--- src/rtl/a429_rx_pkg.sv ---
package a429_rx_pkg;

  typedef enum logic [1:0] {
    LINE_NULL = 2'd0,
    LINE_ZERO = 2'd1,
    LINE_ONE  = 2'd2
  } lineSym_e;

  typedef struct packed {
    logic shiftEn;   // take one bit into the shift register
    logic shiftBit;  // value of that bit
    logic latchEn;   // move the assembled word into the host latch
  } rxStrobe_t;

endpackage

--- src/rtl/a429_rx_ctrl.sv ---
module a429_rx_ctrl
  import a429_rx_pkg::*;
#(
  parameter int HI_BIT_CLKS   = 1000,
  parameter int LOW_RATE_DIV  = 8,
  parameter int WORD_BITS     = 32,
  parameter int NULL_RESET    = 2,
  parameter int REARM_NULLS   = 4,
  parameter int MAX_DATA_BITS = 32
) (
  input  logic      clk,
  input  logic      rstN,
  input  logic      symOne,
  input  logic      symZero,
  input  logic      lowRate,
  input  logic      sdiOk,
  output rxStrobe_t stb
);

  localparam int LO_BIT_CLKS = HI_BIT_CLKS * LOW_RATE_DIV;
  localparam int GAP_W       = $clog2(LO_BIT_CLKS + 1);
  localparam int BIT_CNT_W   = $clog2(MAX_DATA_BITS + 2);
  localparam int RUN_MAX     = (NULL_RESET > REARM_NULLS) ? NULL_RESET : REARM_NULLS;
  localparam int RUN_W       = $clog2(RUN_MAX + 1);

  lineSym_e             curSym, prevSym;
  logic [GAP_W-1:0]     gapCnt, bitLimit;
  logic [BIT_CNT_W-1:0] bitCnt, bitCntNxt;
  logic [RUN_W-1:0]     nullRun, nullRunNxt;
  logic                 rxOn, rxOnNxt;
  logic                 dataEdge, nullTick;

  always_comb begin
    unique case ({symOne, symZero})
      2'b10:   curSym = LINE_ONE;
      2'b01:   curSym = LINE_ZERO;
      default: curSym = LINE_NULL;
    endcase
  end

  assign bitLimit = lowRate ? GAP_W'(LO_BIT_CLKS - 1) : GAP_W'(HI_BIT_CLKS - 1);
  assign dataEdge = (curSym != LINE_NULL) && (curSym != prevSym);
  assign nullTick = (curSym == LINE_NULL) && (gapCnt >= bitLimit);

  // word timer: enable, bit count and null-run decisions
  always_comb begin
    rxOnNxt    = rxOn;
    bitCntNxt  = bitCnt;
    nullRunNxt = nullRun;
    stb        = '0;
    if (curSym != LINE_NULL) nullRunNxt = '0;
    if (!rxOn) begin
      if (nullTick) begin
        if (nullRun == RUN_W'(REARM_NULLS - 1)) begin
          rxOnNxt    = 1'b1;
          nullRunNxt = '0;
        end else begin
          nullRunNxt = nullRun + RUN_W'(1);
        end
      end
    end else if (dataEdge) begin
      if (bitCnt == BIT_CNT_W'(MAX_DATA_BITS)) begin
        rxOnNxt   = 1'b0;
        bitCntNxt = '0;
      end else begin
        stb.shiftEn  = 1'b1;
        stb.shiftBit = (curSym == LINE_ONE);
        bitCntNxt    = bitCnt + BIT_CNT_W'(1);
      end
    end else if (nullTick && (bitCnt != '0)) begin
      if (nullRun == RUN_W'(NULL_RESET - 1)) begin
        stb.latchEn = (bitCnt == BIT_CNT_W'(WORD_BITS)) && sdiOk;
        rxOnNxt     = 1'b0;
        bitCntNxt   = '0;
        nullRunNxt  = '0;
      end else begin
        nullRunNxt = nullRun + RUN_W'(1);
      end
    end
  end

  always_ff @(posedge clk or negedge rstN) begin
    if (!rstN) begin
      prevSym <= LINE_NULL;
      gapCnt  <= '0;
      bitCnt  <= '0;
      nullRun <= '0;
      rxOn    <= 1'b0;
    end else begin
      prevSym <= curSym;
      if (curSym != LINE_NULL || nullTick) gapCnt <= '0;
      else                                 gapCnt <= gapCnt + GAP_W'(1);
      bitCnt  <= bitCntNxt;
      nullRun <= nullRunNxt;
      rxOn    <= rxOnNxt;
    end
  end

endmodule

--- src/rtl/a429_rx_dpath.sv ---
module a429_rx_dpath
  import a429_rx_pkg::*;
#(
  parameter int RD_WIDTH = 16,
  parameter int SDI_LSB  = 8
) (
  input  logic                clk,
  input  logic                rstN,
  input  rxStrobe_t           stb,
  input  logic                sdiCheckEn,
  input  logic [1:0]          sdiCode,
  input  logic                halfSel,
  input  logic                readStb,
  output logic                sdiOk,
  output logic [RD_WIDTH-1:0] rdData,
  output logic                dataReady
);

  localparam int NUM_HALVES = 2;
  localparam int WORD_BITS  = NUM_HALVES * RD_WIDTH;

  logic [WORD_BITS-1:0]                 shiftReg;
  logic [NUM_HALVES-1:0][RD_WIDTH-1:0]  rxHalf;
  logic [NUM_HALVES-1:0]                gotHalf, readNow;
  logic                                 parityFlag;

  assign sdiOk      = !sdiCheckEn || (shiftReg[SDI_LSB +: 2] == sdiCode);
  assign parityFlag = ~^shiftReg;
  assign rdData     = rxHalf[halfSel];

  always_ff @(posedge clk or negedge rstN) begin
    if (!rstN) begin
      shiftReg <= '0;
      rxHalf   <= '0;
    end else begin
      if (stb.shiftEn) shiftReg <= {stb.shiftBit, shiftReg[WORD_BITS-1:1]};
      if (stb.latchEn) rxHalf   <= {parityFlag, shiftReg[WORD_BITS-2:0]};
    end
  end

  for (genvar h = 0; h < NUM_HALVES; h++) begin : g_half
    assign readNow[h] = readStb && (halfSel == 1'(h));
    always_ff @(posedge clk or negedge rstN) begin
      if (!rstN)            gotHalf[h] <= 1'b0;
      else if (stb.latchEn) gotHalf[h] <= 1'b0;
      else if (readNow[h])  gotHalf[h] <= 1'b1;
    end
  end

  always_ff @(posedge clk or negedge rstN) begin
    if (!rstN)                         dataReady <= 1'b0;
    else if (stb.latchEn)              dataReady <= 1'b1;
    else if (&(gotHalf | readNow))     dataReady <= 1'b0;
  end

endmodule

--- src/rtl/a429_word_rx.sv ---
module a429_word_rx
  import a429_rx_pkg::*;
#(
  parameter int RD_WIDTH      = 16,
  parameter int HI_BIT_CLKS   = 1000,
  parameter int LOW_RATE_DIV  = 8,
  parameter int NULL_RESET    = 2,
  parameter int REARM_NULLS   = 4,
  parameter int MAX_DATA_BITS = 32,
  parameter int SDI_LSB       = 8
) (
  input  logic                clk,
  input  logic                rstN,
  input  logic                lineOne,
  input  logic                lineZero,
  input  logic                loopOne,
  input  logic                loopZero,
  input  logic                selfTestEn,
  input  logic                lowRate,
  input  logic                sdiCheckEn,
  input  logic [1:0]          sdiCode,
  input  logic                halfSel,
  input  logic                readStb,
  output logic [RD_WIDTH-1:0] rdData,
  output logic                dataReady
);

  localparam int WORD_BITS = 2 * RD_WIDTH;

  rxStrobe_t rxStb;
  logic      sdiOk;
  logic      effOne, effZero;

  assign effOne  = selfTestEn ? loopOne  : lineOne;
  assign effZero = selfTestEn ? loopZero : lineZero;

  a429_rx_ctrl #(
    .HI_BIT_CLKS  (HI_BIT_CLKS),
    .LOW_RATE_DIV (LOW_RATE_DIV),
    .WORD_BITS    (WORD_BITS),
    .NULL_RESET   (NULL_RESET),
    .REARM_NULLS  (REARM_NULLS),
    .MAX_DATA_BITS(MAX_DATA_BITS)
  ) u_ctrl (
    .clk    (clk),
    .rstN   (rstN),
    .symOne (effOne),
    .symZero(effZero),
    .lowRate(lowRate),
    .sdiOk  (sdiOk),
    .stb    (rxStb)
  );

  a429_rx_dpath #(
    .RD_WIDTH(RD_WIDTH),
    .SDI_LSB (SDI_LSB)
  ) u_dpath (
    .clk       (clk),
    .rstN      (rstN),
    .stb       (rxStb),
    .sdiCheckEn(sdiCheckEn),
    .sdiCode   (sdiCode),
    .halfSel   (halfSel),
    .readStb   (readStb),
    .sdiOk     (sdiOk),
    .rdData    (rdData),
    .dataReady (dataReady)
  );

endmodule

--- config.mk ---
export PLATFORM = sky130hd
export DESIGN_NAME = a429_word_rx
export DESIGN_NICKNAME = d
export VERILOG_FILES = /design/src/rtl/a429_rx_pkg.sv /design/src/rtl/a429_rx_ctrl.sv /design/src/rtl/a429_rx_dpath.sv /design/src/rtl/a429_word_rx.sv
export SDC_FILE = /design/constraint.sdc
export NUM_CORES = 1
export LEC_CHECK = 0
export BUFFER_PORTS_ARGS = -buffer_cell sky130_fd_sc_hd__buf_2
export CORE_ASPECT_RATIO = 1.2
export CORE_MARGIN = 8
export CORE_UTILIZATION = 50
export CTS_CLUSTER_DIAMETER = 200
export DETAILED_ROUTE_END_ITERATION = 10
export HOLD_SLACK_MARGIN = 0.08
export PLACE_DENSITY = 0.68
export SLEW_MARGIN = 25
export SYNTH_ARGS = -nofsm -noshare
export SYNTH_HDL_FRONTEND = slang
export SYNTH_SLANG_ARGS = --single-unit
--- constraint.sdc ---
create_clock -name clk -period 6 [get_ports clk]
set_clock_uncertainty 0.2 [all_clocks]
set_input_delay 0.6 -clock clk [delete_from_list [all_inputs] [get_ports clk]]
set_output_delay 0.6 -clock clk [all_outputs]
set_load 0.02 [all_outputs]
==> summary.txt <==
Logic synthesis
  – Synth Flop Type: dfrtp_1
  – Net Count, Synth: 399
  – Sequential share of the synthesized area: 0.506
  – Post-synth design cell area: 0.00455 mm²
  – Total number of yosys warnings: 0
  – Yosys top cell by area: dfrtp_1
  – Synthesized flop and latch total: 92
  – Post-Synthesis Cells: 369
  – Mean Syn Cell Area: 12.3 µm²
  – Post-synthesis async set-or-reset flop share: 1.00
  – EDFF count, synth: 0
  – Post-synth top area share: 0.506
  – Count of cell types in the netlist: 42
  – Synth top area cells: dfrtp_1 51%, mux2_2 16%, xnor2_1 6.5%

Run status
  – Status: completed

Placed design
  – Placed cell count: 509
  – Detailed placer's ending HPWL: 5730 µm
  – Port bufs: 29
  – DP Area: about 0.0048 mm²
  – RD Place Congestion: 0.839

Timing
  – Max_slew headroom: 0.366
  – RSZ-0062 raised after global routing: false
  – Worst Tran Pin Value: 950 ps
  – Setup total negative slack: 0 ps
  – Hold Fails Final Rpt: 0
  – Fin crit share: 0.526
  – Final setup viols: 0
  – Max Fclk: 317 MHz
  – Final min period: between 3000 and 4000 ps
  – Max Slew Vio Count: 0

Drt
  – Routed WL: 8340 µm
  – Antenna viol nets, final: 0
  – Drt first pass iters: 4
  – Routed wire per std cell: roughly 16 µm
  – Final routed DRC violation total: 0
  – Initial DRC count: between 70 and 80
  – Drt via density: 5.39
  – Vias: 2835

Power and ir drop
  – Power share of the combinational group: 0.046
  – Net Sw Power: 0.263 mW
  – VDD IR-drop max: 0.195 mV
  – P_leak: 2.57 nW
  – PwrDens: around 230 mW/mm²
  – Clk pwr share: 0.405
  – Part of the power in registers: 0.548
  – Int Pwr: 0.894 mW
  – Sw Ratio: 0.227

Cells and area
  – Layout cells sized above 1: 0.281
  – Final Util: 0.564
  – Final Instance Area: 0.00504 mm²
  – ANT cells: 0
  – P&R area growth vs syn: 10.7%
  – Layout net count: 431
  – Finished Layout Cells: 526

Clock network
  – Worst skew pair latency: 350 ps
  – Clk root buf: clkbuf_8
  – Clk sinks: between 90 and 100
  – CTS tree: built
  – Cells resized by post-CTS repair: 0
  – Max Root-Sink Buffers: 2
  – Clock slew at reported path FFs: 90 ps
  – CTS Buf Count: 9
  – H-tree levels: 3

Floorplanning
  – Chip Width: 103 µm
  – Initial core utilization: 0.509
  – Number of top-level pins: 30
  – Die Area: around 0.012 mm²
  – Die height: 121 µm
  – Num rows: 38
  – Core area: 0.00894 mm²

Min path
  – Hold Crit Class: reg2reg

Global route
  – Vias in the first global route: 2974
  – Initial antenna violation count: 0
  – Largest net degree at the start of global routing: 65
  – First-pass GRT wire length: about 14000 µm
  – Gr usage total: 0.143
  – Total global routing overflow: 0

Worst setup path
  – Critical Path End Type: flop
  – Kind of critical path: reg2reg
  – Worst setup SP type: flop
  – CP Max Fanout: 21
  – Worst path arrival time: between 3000 and 4000 ps
  – Req. time, crit path: 6040 ps

Run
  – Maximum Capacitance Violations: 0
[what timing repair did]
| item | in CTS | in global routing |
|---|---|---|
| hold buffers | 1 | 0 |
| setup endpoints to repair | 0 | 0 |
| endpoints found under the hold margin | 28 | 0 |
| setup buffers | 0 | 0 |
[worst paths after layout]
check                              startpoint            endpoint  slack, ps  cells past startpoint
setup / recovery             u_ctrl.gapCnt[0]  u_dpath.rxHalf[24]       2840                      7
hold / removal             u_dpath.rxHalf[29]  u_dpath.rxHalf[29]        300                      1
setup reg to reg             u_ctrl.gapCnt[0]  u_dpath.rxHalf[24]       2840                      7
hold reg to reg            u_dpath.rxHalf[29]  u_dpath.rxHalf[29]        300                      1
max in group asynchronous                rstN    u_ctrl.bitCnt[1]       3950                      3
min in group asynchronous                rstN  u_dpath.rxHalf[17]        520                      2
[cell usage after synthesis (7+ instances only)]
master,instances
mux2_1,17
o21ai_0,7
xnor2_1,34
a21oi_1,9
nand2_1,11
inv_1,12
mux2_2,63
nand3_1,16
xor2_1,12
nor2_1,23
dfrtp_1,92
ha_1,17
and3_1,9
[cells by family after synthesis]
logic type                 after synthesis  synth area share
AOI/OAI and AO/OA                       33            0.0484
xor gates and xnor gates                46            0.0885
adders and majority gates               17            0.0467
buffers and inverters                   23            0.0242
DFF                                     92             0.506
muxes                                   83             0.205
and+or+nand+nor                         75            0.0819
[per-layer routing]
metal | vias up | part of all wire | global-route usage
li1 | 1345 | - | -
met1 | 1440 | 0.45 | 0.172
met2 | 36 | 0.51 | 0.240
met3 | 14 | 0.022 | 0.0293
met4 | 0 | 0.020 | 0.0653
met5 | - | 0 | 0
[power groups by stage]
stage / clock network, mW / logic, mW / registers (mW)
after floorplan: 0 / 0.0289 / 0.644
final: 0.469 / 0.0533 / 0.634
after detailed placement: 0 / 0.0543 / 0.646
after global routing: 0.509 / 0.0617 / 0.636
after global placement: 0 / 0.0529 / 0.646
after CTS: 0.484 / 0.0552 / 0.634
[worst max-delay path, cell delays in order (launching register included)]
cell,delay [ps]
dfrtp_1,450
ha_1,300
and3_1,200
o21ai_0,210
a211oi_2,120
o21ai_2,370
or2_1,800
mux2_2,410
[flip-flops by register name (all words and copies together) (netlist names)]
signal,cells
u_ctrl.rxOn,1
u_dpath.dataReady,1
u_ctrl.prevSym,2
u_ctrl.nullRun,3
u_dpath.shiftReg,32
u_dpath.gotHalf,2
u_dpath.rxHalf,32
u_ctrl.gapCnt,13
u_ctrl.bitCnt,6
[final cells by class]
cell class	instances	area [µm²]
sequential	92	2300
multi-input combinational	254	2140
fill	796	3900
clock inverter	6	93.8
tap	120	150
clock buffer	10	138
timing repair buffer	32	173
inverter	12	45.0
[placed cells by master (no fill, tap or decap), types with 7 or more instances in the layout]
cell       n
xor2_1    12
xnor2_1   34
nor2_1    23
inv_1     12
ha_1      17
nand3_1   16
dfrtp_1   92
nand2_1   11
a21oi_1    9
buf_2     28
and3_1     9
mux2_2    63
clkbuf_8  10
mux2_1    17
o21ai_0    7
[per-stage QoR]
stage / power [mW] / setup slack (ps) / hold slack (ps)
2_1_floorplan: 0.673 / 3300 / 104
3_3_place_gp: 0.699 / 2540 / 269
3_5_place_dp: 0.701 / 2480 / 279
4_1_cts: 1.17 / 2850 / 300
5_1_grt: 1.21 / 2640 / 318
6_report: 1.16 / 2840 / 295
Note: power is estimated with default switching activity, not from simulation.
